==> src/rtl/mmap_bus_pkg.sv <==
package mmap_bus_pkg;

   // width of one span entry in the packed span parameter
   localparam int unsigned SPAN_W = 8;

   typedef logic [SPAN_W-1:0] span_t;

   // largest address width the decode accepts
   localparam int unsigned MAX_ADDR_W = 32;

endpackage

==> src/rtl/mmap_region_match.sv <==
module mmap_region_match
   import mmap_bus_pkg::*;
#(
   parameter int unsigned          ADDR_W = 8,
   parameter logic [ADDR_W-1:0]    BASE   = '0,
   parameter span_t                SPAN   = span_t'(0)
) (
   input  logic [ADDR_W-1:0] addr_i,
   output logic              hit_o
);

   // bits at or above SPAN take part in the compare
   function automatic logic [ADDR_W-1:0] upper_mask();
      logic [ADDR_W-1:0] m;
      for (int b = 0; b < ADDR_W; b++) begin
         m[b] = (b >= int'(SPAN));
      end
      return m;
   endfunction

   localparam logic [ADDR_W-1:0] KEEP   = upper_mask();
   localparam logic [ADDR_W-1:0] WIN_LO = BASE & KEEP;
   localparam logic [ADDR_W-1:0] WIN_HI = WIN_LO | ~KEEP;

   generate
      if (int'(SPAN) > ADDR_W) begin : g_bad_span
         $error("mmap_region_match: span exceeds address width");
      end
   endgenerate

   assign hit_o = ((addr_i ^ BASE) & KEEP) == '0;

   // the hit must agree with an arithmetic window check
   always_comb begin
      p_window_r1: assert (hit_o == ((addr_i >= WIN_LO) && (addr_i <= WIN_HI)))
         else $error("region hit disagrees with window bounds");
   end

endmodule

==> src/rtl/mmap_first_hit.sv <==
module mmap_first_hit #(
   parameter int unsigned N_REGIONS = 2
) (
   input  logic [N_REGIONS-1:0] hit_i,
   output logic [N_REGIONS-1:0] grant_o
);

   // seen[i] is set when some region below index i already matched
   logic [N_REGIONS:0] seen;

   assign seen[0] = 1'b0;

   generate
      for (genvar i = 0; i < N_REGIONS; i++) begin : g_chain
         assign seen[i+1]  = seen[i] | hit_i[i];
         assign grant_o[i] = hit_i[i] & ~seen[i];
      end
   endgenerate

   always_comb begin
      p_single_grant_r6: assert ($onehot0(grant_o))
         else $error("more than one region granted");
      p_grant_subset_r6: assert ((grant_o & ~hit_i) == '0)
         else $error("grant on a region that did not match");
      p_grant_any_r6: assert ((|grant_o) == (|hit_i))
         else $error("a match was dropped or invented");
   end

endmodule

==> src/rtl/mmap_read_mux.sv <==
module mmap_read_mux #(
   parameter int unsigned N_REGIONS = 2,
   parameter int unsigned DATA_W    = 8
) (
   input  logic [N_REGIONS-1:0]        sel_i,
   input  logic [N_REGIONS*DATA_W-1:0] bus_i,
   output logic [DATA_W-1:0]           data_o
);

   // AND-OR selection: a zero select yields zero data
   always_comb begin
      data_o = '0;
      for (int i = 0; i < N_REGIONS; i++) begin
         data_o = data_o | ({DATA_W{sel_i[i]}} & bus_i[i*DATA_W +: DATA_W]);
      end
   end

   always_comb begin
      if (sel_i == '0) begin
         p_idle_zero_r5: assert (data_o == '0)
            else $error("read data not zero with no select");
      end
   end

endmodule

==> src/rtl/mmap_bus_decode.sv <==
module mmap_bus_decode
   import mmap_bus_pkg::*;
#(
   parameter int unsigned                  ADDR_W      = 8,
   parameter int unsigned                  DATA_W      = 8,
   parameter int unsigned                  N_REGIONS   = 2,
   parameter logic [N_REGIONS*ADDR_W-1:0]  REGION_BASE = {8'h08, 8'h00},
   parameter logic [N_REGIONS*SPAN_W-1:0]  REGION_SPAN = {8'd2, 8'd3}
) (
   input  logic [ADDR_W-1:0]           addr_i,
   input  logic                        wr_i,
   input  logic [N_REGIONS*DATA_W-1:0] rd_bus_i,
   output logic [DATA_W-1:0]           rd_data_o,
   output logic [N_REGIONS-1:0]        wr_en_o
);

   generate
      if (N_REGIONS < 1) begin : g_bad_count
         $error("mmap_bus_decode: at least one region required");
      end
      if (ADDR_W < 1 || ADDR_W > MAX_ADDR_W) begin : g_bad_addr
         $error("mmap_bus_decode: address width out of range");
      end
      if (DATA_W < 1) begin : g_bad_data
         $error("mmap_bus_decode: data width must be positive");
      end
   endgenerate

   logic [N_REGIONS-1:0] hit_vec;
   logic [N_REGIONS-1:0] grant_vec;

   generate
      for (genvar i = 0; i < N_REGIONS; i++) begin : g_region
         mmap_region_match #(
            .ADDR_W (ADDR_W),
            .BASE   (REGION_BASE[i*ADDR_W +: ADDR_W]),
            .SPAN   (span_t'(REGION_SPAN[i*SPAN_W +: SPAN_W]))
         ) match_i (
            .addr_i (addr_i),
            .hit_o  (hit_vec[i])
         );
      end
   endgenerate

   mmap_first_hit #(
      .N_REGIONS (N_REGIONS)
   ) prio_i (
      .hit_i   (hit_vec),
      .grant_o (grant_vec)
   );

   mmap_read_mux #(
      .N_REGIONS (N_REGIONS),
      .DATA_W    (DATA_W)
   ) mux_i (
      .sel_i  (grant_vec),
      .bus_i  (rd_bus_i),
      .data_o (rd_data_o)
   );

   // the same decode gates the write strobe
   assign wr_en_o = grant_vec & {N_REGIONS{wr_i}};

   always_comb begin
      if (!wr_i) begin
         p_no_strobe_r4: assert (wr_en_o == '0)
            else $error("write enable without write strobe");
      end
      p_wr_onehot_r4: assert ($onehot0(wr_en_o))
         else $error("several write enables at once");
      p_wr_in_match_r4: assert ((wr_en_o & ~hit_vec) == '0)
         else $error("write enable on a region that did not match");
      if (hit_vec == '0) begin
         p_miss_quiet_r5: assert (rd_data_o == '0 && wr_en_o == '0)
            else $error("miss produced data or a write enable");
      end
   end

endmodule

==> config.mk <==
export PLATFORM = sky130hd
export DESIGN_NAME = mmap_bus_decode
export DESIGN_NICKNAME = d
export VERILOG_FILES = /design/src/rtl/mmap_bus_pkg.sv /design/src/rtl/mmap_region_match.sv /design/src/rtl/mmap_first_hit.sv /design/src/rtl/mmap_read_mux.sv /design/src/rtl/mmap_bus_decode.sv
export SDC_FILE = /design/constraint.sdc
export NUM_CORES = 1
export LEC_CHECK = 0
export ABC_AREA = 1
export BUFFER_PORTS_ARGS = -buffer_cell sky130_fd_sc_hd__buf_2
export CAP_MARGIN = 20
export CORE_AREA = 3 3 40 42
export DETAILED_ROUTE_END_ITERATION = 8
export DIE_AREA = 0 0 43 45
export PLACE_DENSITY = 0.55
export SYNTH_ARGS = -nofsm -noshare
export SYNTH_HDL_FRONTEND = slang
export SYNTH_SLANG_ARGS = --single-unit
==> constraint.sdc <==
create_clock -name vclk -period 0.89
set_clock_uncertainty 0.2 [all_clocks]
set_input_delay 0.0445 -clock vclk [all_inputs]
set_output_delay 0.0445 -clock vclk [all_outputs]
set_load 0.03 [all_outputs]
* Word level (Yosys, flattened, before mapping)
Index checks and enable logic that the tools add are counted.
Storage, ports and cells: logic and storage cells 9, input bits 25, register bits after elaboration 0, output and inout bits 10
Cells by class: reduce and logical (&&, ||, !) cells 2, bitwise logic cells 7
Operators with widths (count):
- 8-bit bitwise AND | 2
- 8-bit zero test | 2
- 8-bit bitwise OR | 1
- 2-bit bitwise AND | 1
- 1-bit inverter | 2
- 1-bit bitwise AND | 1

* Logic depth before layout (Yosys ltp)
word-level depth 5, gate-level depth with buffers 4, mapped depth without buffers 4

* Cells and area by module
A second synthesis with hierarchy kept.
Second synthesis, totals: cells, all modules 46, area total of the unflattened synthesis 183.9 um^2
By module, submodules not included:
- mmap_read_mux | area each 100.1 um^2, seq. area each 0.0 um^2, times used 1, cells an instance 26
- mmap_region_match (g_region[0].match_i) | area each 26.3 um^2, seq. area each 0.0 um^2, times used 1, cells an instance 7
- mmap_region_match (g_region[1].match_i) | area each 25.0 um^2, seq. area each 0.0 um^2, times used 1, cells an instance 6
- mmap_first_hit | area each 17.5 um^2, seq. area each 0.0 um^2, times used 1, cells an instance 3
- mmap_bus_decode | area each 15.0 um^2, seq. area each 0.0 um^2, times used 1, cells an instance 4

* Least setup slack after synthesis
No wires, ideal clock.
kind in2out, from input port addr_i[7], to output port wr_en_o[0], stages 4, path buffers 1, data arrival time 0.835 ns, required time 0.645 ns, setup slack -0.189 ns, cells stage by stage nor2_4 -> buf_6 -> nand3_1 -> nor2_1
On the way: cells in the longest elaborated chain, start to end 2
RTL lines:
- start, declared | RTL line mmap_bus_decode.sv:10 | input logic [ADDR_W-1:0] addr_i,
- 8-bit zero test | RTL line mmap_region_match.sv:31 | assign hit_o = ((addr_i ^ BASE) & KEEP) == '0;
- 2-bit bitwise AND | RTL line mmap_bus_decode.sv:62 | assign wr_en_o = grant_vec & {N_REGIONS{wr_i}};
- end, declared | RTL line mmap_bus_decode.sv:14 | output logic [N_REGIONS-1:0] wr_en_o
No other way between the ends.

* Worst setup path in the final report
from input port addr_i[5], to output port rd_data_o[0]
On the way: cells in the longest elaborated chain, start to end 5, elaborated cells between the ends (all ways) 7, classes of those cells bitwise (5); reduce/logical (2)
RTL lines:
- 8-bit zero test | RTL line mmap_region_match.sv:31
- 1-bit inverter | RTL line mmap_first_hit.sv:16 | assign grant_o[i] = hit_i[i] & ~seen[i];
- 1-bit bitwise AND | RTL line mmap_first_hit.sv:16
- 8-bit bitwise AND | RTL line mmap_read_mux.sv:14 | data_o = data_o | ({DATA_W{sel_i[i]}} & bus_i[i*DATA_W +: DATA_W]);
- 8-bit bitwise OR (*) | RTL line mmap_read_mux.sv:14
- end, declared | RTL line mmap_bus_decode.sv:13 | output logic [DATA_W-1:0] rd_data_o,
Mark *: on every way between the ends. The rest lies on a longest branch, timed or not.

==> results.toml <==
[status]
status = "finished, violations left"
failed_checks = "negative setup slack"

[routing]
wirelength_um = 856
drt_iter0_markers = 2
drc = 0
routedWlPerCell_um = 10.2
vias = 405
dr.pass1.iters = 2
vias_per_cell = 4.82
drtAntennaViolNets = 0

[sta]
setup_tns_ns = -0.673
fin_crit_sh = 1.09
period_minus_slack_ns = 0.968
slew_headroom = 0.905
rsz0062_at_grt = "true"
fin_ws_ns = -0.0779
final_max_slew_viol_count = 0
worst_slew_pin_slew_ns = 0.143
setup_viol = 10
max_freq_mhz = 1030
final-hold-violation-count = 0

[cells_and_area]
area_growth_pct = 154
flops_and_latches = 0
design_area_um2 = 538
utilization = 0.419
clkbuf_count = 0
nets = 96
antenna_cells = 0
seqCellArea_um2 = 0
drive_gt1_frac = 0.739

[hold_path]
worstHoldStart = "wr_i"
hold_depth = 4
hold_end = "wr_en_o[1]"
hold_path_class = "in -> out"

[critical_path]
setup.worst_path.class = "in -> out"
start_kind = "input port"
arrival_ns = 0.72
max_stage_delay_ns = 0.15
cp_top_family = "buffers and inverters"
worstPathRequired_ns = 0.65
cp_common_cell = "buf_6"
endpoint_kind = "output port"
crit_slowest_cell = "buf_12"
cp_max_fo = 18
worst-path-buf-inv = 3
crit_path_cell_trace = "buf_6, nor2_4, buf_12, nand4_1, nand2_2, buf_6"

[floorplanning]
die_y_um = 45
core_um2 = 1280
dieArea_um2 = 1940
start_util = 0.165
die_w_um = 43
rows = 13
io_pins = 35

[logic_synthesis]
ys_types = 8
ys_seq_area_frac = 0
syn_area_um2 = 211
netlist_instances = 35
synth_top_area_cell = "nand4_1"
synth_fp_nets = 60
ys_warn_count = 0
synth_common_cells = "nand4_1, nand2_1, nor2_4"
synth_top_cells_by_area = "nand4_1, nor2_4, nand2_1"
yosysMostFrequentCell = "nand4_1"
syn_avg_cell_area_um2 = 6.04
synth.top_cell.area_share = 0.473

[global_route]
grt_usage = 0.0854
grt_max_degree = 19
grt_pass1_wl_um = 1380
grt_overflow = 0
grt_pass1_vias = 366
antenna_found_initial = 0

[pwr]
p_per_area_nw_per_um2 = 323
ir_worst_vdd_mv = 0.139
p_leak_uw = 0.000261
p_total_uw = 174

[place]
postPlaceCellArea_um2 = 438
gp_congestion = 0.588
port_buffers = 33

[cts]
post_cts_buffers = 0
hold_buffers = 0

[job]
cap_violations = 0
==> worst max-delay path by stage <==
stage	slack, ns	cells past startpoint	from	end
global placement	-0.16	6	addr_i[3]	wr_en_o[1]
global route	-0.13	6	addr_i[5]	rd_data_o[7]
CTS	-0.09	6	addr_i[5]	rd_data_o[0]
floorplan	-0.07	4	addr_i[7]	wr_en_o[0]
finish	-0.08	6	addr_i[5]	rd_data_o[0]
detailed placement	-0.18	6	addr_i[3]	rd_data_o[0]
==> what timing repair did <==
item                                    CTS  global route
endpoints found under the setup margin   10            10
resized for setup                        24             2
pin swaps                                 1             2
cloned                                    1             0
==> cells in the final DEF (no fill, tap or decap) <==
master / instances
nor2_2: 2
nand2_2: 8
nor2_4: 4
buf_2: 20
nand3_2: 1
inv_1: 1
buf_6: 13
inv_4: 1
nand4_1: 16
nand3_1: 1
buf_12: 2
==> logic make-up (layout without fill, tap and decap cells) <==
family / after synthesis / after routing / share of synthesized area
buffers and inverters: 4 / 37 / 0.142
and+or+nand+nor: 31 / 32 / 0.858
==> power breakdown <==
part	switching [uW]	internal (uW)
Sequential	0	0
Combinational	86.1	87.5
Clock	0	0
==> layout make-up <==
class / instances / area [um2]
Inverter: 2 / 10.0
Timing Repair Buffer: 35 / 287
Fill cell: 143 / 747
Tap cell: 15 / 18.8
Multi-Input combinational cell: 32 / 223
==> layer usage <==
metal	part of all wire	up-vias	GRT usage
li1	-	207	-
met1	0.42	177	0.119
met2	0.47	21	0.153
met3	0.11	0	0.00797
met4	0	0	0
met5	0	-	0
==> through the flow <==
stage | setup slack, ns | hold WS, ns | std cells
after global placement | -0.156 | 0.271 | 83
after floorplan | -0.0687 | 0.0509 | 35
after global routing | -0.129 | 0.265 | 84
after CTS | -0.0900 | 0.244 | 84
final | -0.0779 | 0.239 | 84
after detailed placement | -0.179 | 0.273 | 83
Note: power is estimated with default switching activity, not from simulation.
